File: config.mk
export PLATFORM = sky130hd
export DESIGN_NAME = mux_bus_seq
export DESIGN_NICKNAME = d
export VERILOG_FILES = /design/src/rtl/mbs_pkg.sv /design/src/rtl/mbs_seq_fsm.sv /design/src/rtl/mbs_status_enc.sv /design/src/rtl/mbs_pin_drv.sv /design/src/rtl/mux_bus_seq.sv
export SDC_FILE = /design/constraint.sdc
export NUM_CORES = 1
export LEC_CHECK = 0
export BUFFER_PORTS_ARGS = -buffer_cell sky130_fd_sc_hd__buf_2
export CAP_MARGIN = 20
export CORE_MARGIN = 2
export CORE_UTILIZATION = 40
export DETAILED_ROUTE_END_ITERATION = 6
export HOLD_SLACK_MARGIN = 0.12
export PLACE_DENSITY = 0.71
export RECOVER_POWER = 100
export SLEW_MARGIN = 25
export SYNTH_ARGS = -nofsm -noshare
export SYNTH_HDL_FRONTEND = slang
export SYNTH_SLANG_ARGS = --single-unit
File: constraint.sdc
create_clock -name clk_i -period 1.55 [get_ports clk_i]
set_input_delay 0.31 -clock clk_i [delete_from_list [all_inputs] [get_ports clk_i]]
set_output_delay 0.31 -clock clk_i [all_outputs]
set_load 0.1 [all_outputs]
File: src/rtl/mbs_pkg.sv
package mbs_pkg;
  typedef enum logic [2:0] {
    CYC_MEM_RD = 3'd0,
    CYC_IO_RD  = 3'd1,
    CYC_MEM_WR = 3'd2,
    CYC_IO_WR  = 3'd3,
    CYC_FETCH  = 3'd4,
    CYC_INTA   = 3'd5
  } cyc_type_e;

  typedef enum logic [2:0] {
    ST_IDLE, ST_T1, ST_T2, ST_TW, ST_T3, ST_HACK, ST_HOLD
  } seq_state_e;

  typedef struct packed {
    logic s0;
    logic s1;
    logic io_m;
  } bus_status_t;

  function automatic logic type_ok(input logic [2:0] t);
    return t <= 3'd5;
  endfunction
endpackage

File: src/rtl/mbs_seq_fsm.sv
module mbs_seq_fsm
  import mbs_pkg::*;
#(
  parameter int ADDR_W = 16,
  parameter int DATA_W = 8
) (
  input  logic              clk_i,
  input  logic              rst_ni,
  input  logic              req_valid_i,
  input  logic [2:0]        req_type_i,
  input  logic [ADDR_W-1:0] req_addr_i,
  input  logic [DATA_W-1:0] req_wdata_i,
  input  logic              ready_i,
  input  logic              hold_i,
  output logic              req_ack_o,
  output seq_state_e        state_o,
  output cyc_type_e         cur_type_o,
  output logic [ADDR_W-1:0] cur_addr_o,
  output logic [DATA_W-1:0] cur_wdata_o,
  output logic              done_o
);
  seq_state_e state_q, state_d;
  logic boundary;

  assign boundary  = (state_q == ST_IDLE) || (state_q == ST_T3);
  assign req_ack_o = boundary && req_valid_i && type_ok(req_type_i) && !hold_i;
  assign done_o    = (state_q == ST_T3);
  assign state_o   = state_q;

  always_comb begin
    state_d = state_q;
    unique case (state_q)
      ST_IDLE, ST_T3: begin
        if (hold_i)         state_d = ST_HACK;
        else if (req_ack_o) state_d = ST_T1;
        else                state_d = ST_IDLE;
      end
      ST_T1:        state_d = ST_T2;
      ST_T2, ST_TW: state_d = ready_i ? ST_T3 : ST_TW;
      ST_HACK:      state_d = ST_HOLD;
      ST_HOLD:      state_d = hold_i ? ST_HOLD : ST_IDLE;
      default:      state_d = ST_IDLE;
    endcase
  end

  always_ff @(posedge clk_i or negedge rst_ni) begin
    if (!rst_ni) begin
      state_q     <= ST_IDLE;
      cur_type_o  <= CYC_MEM_RD;
      cur_addr_o  <= '0;
      cur_wdata_o <= '0;
    end else begin
      state_q <= state_d;
      if (req_ack_o) begin
        cur_type_o  <= cyc_type_e'(req_type_i);
        cur_addr_o  <= req_addr_i;
        cur_wdata_o <= req_wdata_i;
      end
    end
  end
endmodule

File: src/rtl/mbs_status_enc.sv
module mbs_status_enc
  import mbs_pkg::*;
(
  input  cyc_type_e   type_i,
  input  seq_state_e  state_i,
  output bus_status_t status_o,
  output logic        io_m_oe_o,
  output logic        sel_rd_o,
  output logic        sel_wr_o,
  output logic        sel_inta_o
);
  logic in_cycle;
  bus_status_t code;

  assign in_cycle = (state_i == ST_T1) || (state_i == ST_T2) ||
                    (state_i == ST_TW) || (state_i == ST_T3);

  always_comb begin
    code       = '0;
    sel_rd_o   = 1'b0;
    sel_wr_o   = 1'b0;
    sel_inta_o = 1'b0;
    unique case (type_i)
      CYC_MEM_RD: begin code = 3'b010; sel_rd_o   = 1'b1; end
      CYC_IO_RD:  begin code = 3'b011; sel_rd_o   = 1'b1; end
      CYC_MEM_WR: begin code = 3'b100; sel_wr_o   = 1'b1; end
      CYC_IO_WR:  begin code = 3'b101; sel_wr_o   = 1'b1; end
      CYC_FETCH:  begin code = 3'b110; sel_rd_o   = 1'b1; end
      CYC_INTA:   begin code = 3'b111; sel_inta_o = 1'b1; end
      default:    code = 3'b000;
    endcase
  end

  // outside a cycle: halt code, io/m released
  assign status_o  = in_cycle ? code : '0;
  assign io_m_oe_o = in_cycle;
endmodule

File: src/rtl/mbs_pin_drv.sv
module mbs_pin_drv
  import mbs_pkg::*;
#(
  parameter int ADDR_W = 16,
  parameter int DATA_W = 8,
  localparam int HI_W  = ADDR_W - DATA_W
) (
  input  logic              clk_i,
  input  logic              rst_ni,
  input  seq_state_e        state_i,
  input  logic [ADDR_W-1:0] addr_i,
  input  logic [DATA_W-1:0] wdata_i,
  input  logic              sel_rd_i,
  input  logic              sel_wr_i,
  input  logic              sel_inta_i,
  input  logic [DATA_W-1:0] ad_i,
  output logic              ale_o,
  output logic [DATA_W-1:0] ad_o,
  output logic              ad_oe_o,
  output logic [HI_W-1:0]   addr_hi_o,
  output logic              addr_hi_oe_o,
  output logic              rd_n_o,
  output logic              wr_n_o,
  output logic              inta_n_o,
  output logic              strobe_oe_o,
  output logic              hlda_o,
  output logic [DATA_W-1:0] rdata_o
);
  logic strobe_on, keep_wr_q, released;

  assign strobe_on = (state_i == ST_T2) || (state_i == ST_TW) || (state_i == ST_T3);
  assign released  = (state_i == ST_HOLD);

  assign ale_o        = (state_i == ST_T1);
  assign hlda_o       = (state_i == ST_HACK) || released;
  assign strobe_oe_o  = !released;
  assign addr_hi_oe_o = !released;
  assign addr_hi_o    = addr_i[ADDR_W-1:DATA_W];

  assign rd_n_o   = !(strobe_on && sel_rd_i);
  assign wr_n_o   = !(strobe_on && sel_wr_i);
  assign inta_n_o = !(strobe_on && sel_inta_i);

  always_comb begin
    ad_o    = '0;
    ad_oe_o = 1'b0;
    if (ale_o) begin
      ad_o    = addr_i[DATA_W-1:0];
      ad_oe_o = 1'b1;
    end else if ((strobe_on && sel_wr_i) || (keep_wr_q && !released)) begin
      ad_o    = wdata_i;
      ad_oe_o = 1'b1;
    end
  end

  always_ff @(posedge clk_i or negedge rst_ni) begin
    if (!rst_ni) begin
      keep_wr_q <= 1'b0;
      rdata_o   <= '0;
    end else begin
      if (state_i == ST_T3 && sel_wr_i)                 keep_wr_q <= 1'b1;
      else if (state_i == ST_T1 || state_i == ST_HOLD)  keep_wr_q <= 1'b0;
      if (state_i == ST_T3 && !sel_wr_i)                rdata_o   <= ad_i;
    end
  end
endmodule

File: src/rtl/mux_bus_seq.sv
module mux_bus_seq
  import mbs_pkg::*;
#(
  parameter int ADDR_W = 16,
  parameter int DATA_W = 8,
  localparam int HI_W  = ADDR_W - DATA_W
) (
  input  logic              clk_i,
  input  logic              rst_ni,
  input  logic              req_valid_i,
  input  logic [2:0]        req_type_i,
  input  logic [ADDR_W-1:0] req_addr_i,
  input  logic [DATA_W-1:0] req_wdata_i,
  output logic              req_ack_o,
  output logic              done_o,
  output logic [DATA_W-1:0] rdata_o,
  input  logic              ready_i,
  input  logic              hold_i,
  output logic              hlda_o,
  output logic              ale_o,
  output logic              s0_o,
  output logic              s1_o,
  output logic              io_m_o,
  output logic              io_m_oe_o,
  output logic [HI_W-1:0]   addr_hi_o,
  output logic              addr_hi_oe_o,
  output logic [DATA_W-1:0] ad_o,
  output logic              ad_oe_o,
  input  logic [DATA_W-1:0] ad_i,
  output logic              rd_n_o,
  output logic              wr_n_o,
  output logic              inta_n_o,
  output logic              strobe_oe_o
);
  seq_state_e        state;
  cyc_type_e         cur_type;
  logic [ADDR_W-1:0] cur_addr;
  logic [DATA_W-1:0] cur_wdata;
  bus_status_t       status;
  logic              sel_rd, sel_wr, sel_inta;

  mbs_seq_fsm #(.ADDR_W(ADDR_W), .DATA_W(DATA_W)) u_fsm (
    .clk_i, .rst_ni, .req_valid_i, .req_type_i, .req_addr_i, .req_wdata_i,
    .ready_i, .hold_i, .req_ack_o,
    .state_o(state), .cur_type_o(cur_type), .cur_addr_o(cur_addr),
    .cur_wdata_o(cur_wdata), .done_o
  );

  mbs_status_enc u_enc (
    .type_i(cur_type), .state_i(state), .status_o(status), .io_m_oe_o,
    .sel_rd_o(sel_rd), .sel_wr_o(sel_wr), .sel_inta_o(sel_inta)
  );

  assign s0_o   = status.s0;
  assign s1_o   = status.s1;
  assign io_m_o = status.io_m;

  mbs_pin_drv #(.ADDR_W(ADDR_W), .DATA_W(DATA_W)) u_drv (
    .clk_i, .rst_ni, .state_i(state), .addr_i(cur_addr), .wdata_i(cur_wdata),
    .sel_rd_i(sel_rd), .sel_wr_i(sel_wr), .sel_inta_i(sel_inta), .ad_i,
    .ale_o, .ad_o, .ad_oe_o, .addr_hi_o, .addr_hi_oe_o,
    .rd_n_o, .wr_n_o, .inta_n_o, .strobe_oe_o, .hlda_o, .rdata_o
  );
endmodule

==> summary.md <==
| Metric | Value |
|---|---|
| Initial cell density of the core | between 40% and 50% |
| Worst Clk Skew | 0.00266 ns |
| Worst setup SP type | register |
| Share of layout cells above drive strength 1 | about three quarters |
| TritonCTS buffer count | 5 |
| Initial antenna violation count | 0 |
| Cells after synthesis | 149 |
| RSZ-0062 raised after global routing | true |
| First-pass GRT wire length | 7690 µm |
| Sequential-to-total area share from yosys stat | 50.9% |
| DIE WIDTH | 73.2 µm |
| Vert. Die Dim | 73.2 µm |
| NumNets Final | 299 |
| Main combinational cell family by area after synthesis | multiplexers |
| CP Data Required Time | 1.24 ns |
| Share of synthesized cell area in and, or, nand and nor gates | around 6.7% |
| Status | finished, violations left |
| Worst Hold Class | primary input to register |
| Failing checks | negative setup slack |
| Htree depth | 2 |
| Placed cell area | 0.00296 mm² |
| Post-route cell area | 0.00344 mm² |
| CTS tree | done |
| Final min period | 1.97 ns |
| Number of global-route vias before repair | 1,597 |
| Routed Antenna Nets | 0 |
| Worst-path clk slew | approximately 0.080 ns |
| Slew headroom | between 40 and 50% |
| DIE AREA | 0.00536 mm² |
| # setup viols final | 57 |
| Clk_lat worst skew | 0.29 ns |
| Via count | approximately 1,500 |
| Area grow syn2layout | 79.5% |
| Mux contribution to synthesized area | 25.2% |
| Yosys warnings | 0 |
| Max-cap violations | 0 |
| Hold slack | 0.243 ns |
| #FFs+latches synth | 39 |
| Total grt overflow | 0 |
| Count of pins over their slew limit | 0 |
| Mapped cell area | between 0.0015 and 0.002 mm² |
| Routed vias/inst | roughly 5 |
| Synth cell types | 30 |
| Top Ports | 78 |
| DRC | 0 |
| WP data arrival | 1.66 ns |
| Total Routing Usage GR | 19.2% |
| Fmax | 0.507 GHz |
| Net Count, Synth | 189 |
| Crit-path max FO | 8 |
| Worst slew pin tran | 0.848 ns |
| Final GP Congestion | 0.817 |
| Tcrit/Tclk final | 127% |
| Mean post-synth cell area | ~13 µm² |
| Drt pass-1 iters | 5 |
| DRT iter0 DRCs | 37 |
| Synth Area in Compound Gates | 8.74% |
| CTS sink cnt | 39 |
| Crit path kind | register to output port |
| Max Buffers Root-to-Sink | 2 |
| Pin count of the biggest net entering global routing | 40 |
| Adder-cell share of the synthesized area | 0% |
| # diodes | 0 |
| Number of port buffers | 77 |
| Final hold violation count | 0 |
| Root Driver | clkbuf_8 |
| Row Count | 25 |
| Detail Placement HPWL | around 3400 µm |
| Critical path endpoint category | output port |
| Worst Setup Slack, final | -0.423 ns |
| Post-Synth XOR/XNOR Area | 0.913% |
| Post-DR wirelength/cell | about 17 µm |
| Core Footprint | roughly 0.0047 mm² |
| Drt total wl | between 5000 and 6000 µm |
| FILL cells | ~260 |
==> synthesized netlist by cell type <==
library cell | instances | share of area (%)
a32oi_1 | 1 | 0.46
o221a_2 | 1 | 0.59
or3_1 | 1 | 0.33
mux2_2 | 8 | 4.7
buf_4 | 10 | 3.9
inv_1 | 4 | 0.78
dfrtp_1 | 39 | 51
nor2b_2 | 1 | 0.46
o31ai_1 | 1 | 0.39
a21oi_1 | 4 | 1.0
and3_1 | 1 | 0.33
mux2_4 | 16 | 13
nor2_2 | 1 | 0.33
buf_2 | 1 | 0.26
a221oi_1 | 1 | 0.46
a21boi_0 | 1 | 0.39
mux2i_1 | 3 | 1.6
buf_6 | 4 | 2.3
o21ai_0 | 5 | 1.3
nand3b_1 | 1 | 0.39
mux2_1 | 11 | 6.5
a2bb2oi_1 | 1 | 0.46
nor2_1 | 8 | 1.6
a22o_1 | 8 | 3.7
and2b_1 | 1 | 0.39
nand3_1 | 2 | 0.52
xnor2_1 | 2 | 0.91
nand2b_1 | 2 | 0.65
nand2_1 | 9 | 1.8
clkbuf_1 | 1 | 0.20
==> layout by cell type (no fill, tap or decap), types with 3 or more instances in the layout <==
master     count
a22o_4         8
buf_12        25
buf_2         56
buf_4         21
buf_6         13
clkbuf_16      3
clkbuf_8       5
dfrtp_1       36
dfrtp_2        3
mux2_2         8
mux2_4        27
nand2_1        6
nor2_4         6
o21ai_0        3
==> logic make-up after synthesis <==
logic type             after synthesis
multiplexers                        38
buffers and inverters               20
AND/OR/NAND/NOR                     27
XOR/XNOR                             2
AO/OA/AOI/OAI                       23
flip-flops                          39
==> layer usage <==
layer	vias to the layer above	track usage, %	wire (µm)
met4	0	9.88	85
met5	-	0	0
met2	63	30.3	2710
li1	739	-	-
met1	733	24.2	2120
met3	12	5.11	284
==> worst max-delay path, stage by stage (launching register included) <==
cell and delay [ns]:
dfrtp_2 0.45, buf_4 0.15, o221a_4 0.34, a22o_4 0.25, buf_12 0.16
==> metrics by stage <==
step	setup slack [ns]	utilization, %	instances	setup TNS [ns]
after floorplan	-0.505	-	149	-5.82
after global placement	-0.144	63.5	292	-4.35
after detailed placement	-0.165	63.5	292	-5.22
after CTS	-0.399	70.7	309	-12.27
after global routing	-0.482	73.9	314	-15.16
final	-0.423	73.9	314	-12.43
==> flip-flops by register name, summed over array words and instances, names as in the netlist <==
signal,cells
u_fsm.cur_addr_o,16
u_fsm.cur_type_o,3
u_fsm.state_o,3
u_fsm.cur_wdata_o,8
u_drv.keep_wr_q,1
u_drv.rdata_o,8
==> worst paths after layout <==
path                                            from                   end  slack (ns)  cells past startpoint
worst max register to register      u_fsm.state_o[0]  u_fsm.cur_wdata_o[1]       -0.22                      7
worst min-delay path                         ad_i[6]      u_drv.rdata_o[6]        0.24                      2
min in group asynchronous                     rst_ni      u_drv.rdata_o[4]        0.76                      3
worst max-delay path                 u_drv.keep_wr_q               ad_o[0]       -0.42                      4
worst min register to register  u_fsm.cur_addr_o[11]  u_fsm.cur_addr_o[11]        0.51                      1
max in group asynchronous                     rst_ni      u_fsm.state_o[1]        0.20                      3
==> final cells by class <==
type | count | area [µm²] | area share (%)
clock buffer | 6 | 72.6 | 2.11
clock inverter | 2 | 60.1 | 1.74
inverter | 4 | 27.5 | 0.800
multi-input combinational | 90 | 1060 | 30.9
sequential | 39 | 980 | 28.5
tap | 54 | 67.6 | 1.96
timing repair buffer | 119 | 1170 | 34.0
==> timing repair <==
action | CTS | global route
resized for setup | 29 | 25
buffers inserted | 9 | 6
hold buffers | 1 | 0
pin swaps | 12 | 12
endpoints found under the setup margin | 57 | 57
endpoints found under the hold margin | 39 | 0
cloned | 1 | 2
Power is left out: the tool's default activity adds up to more than one toggle a clock period on the data nets, which glitch-free logic cannot reach.
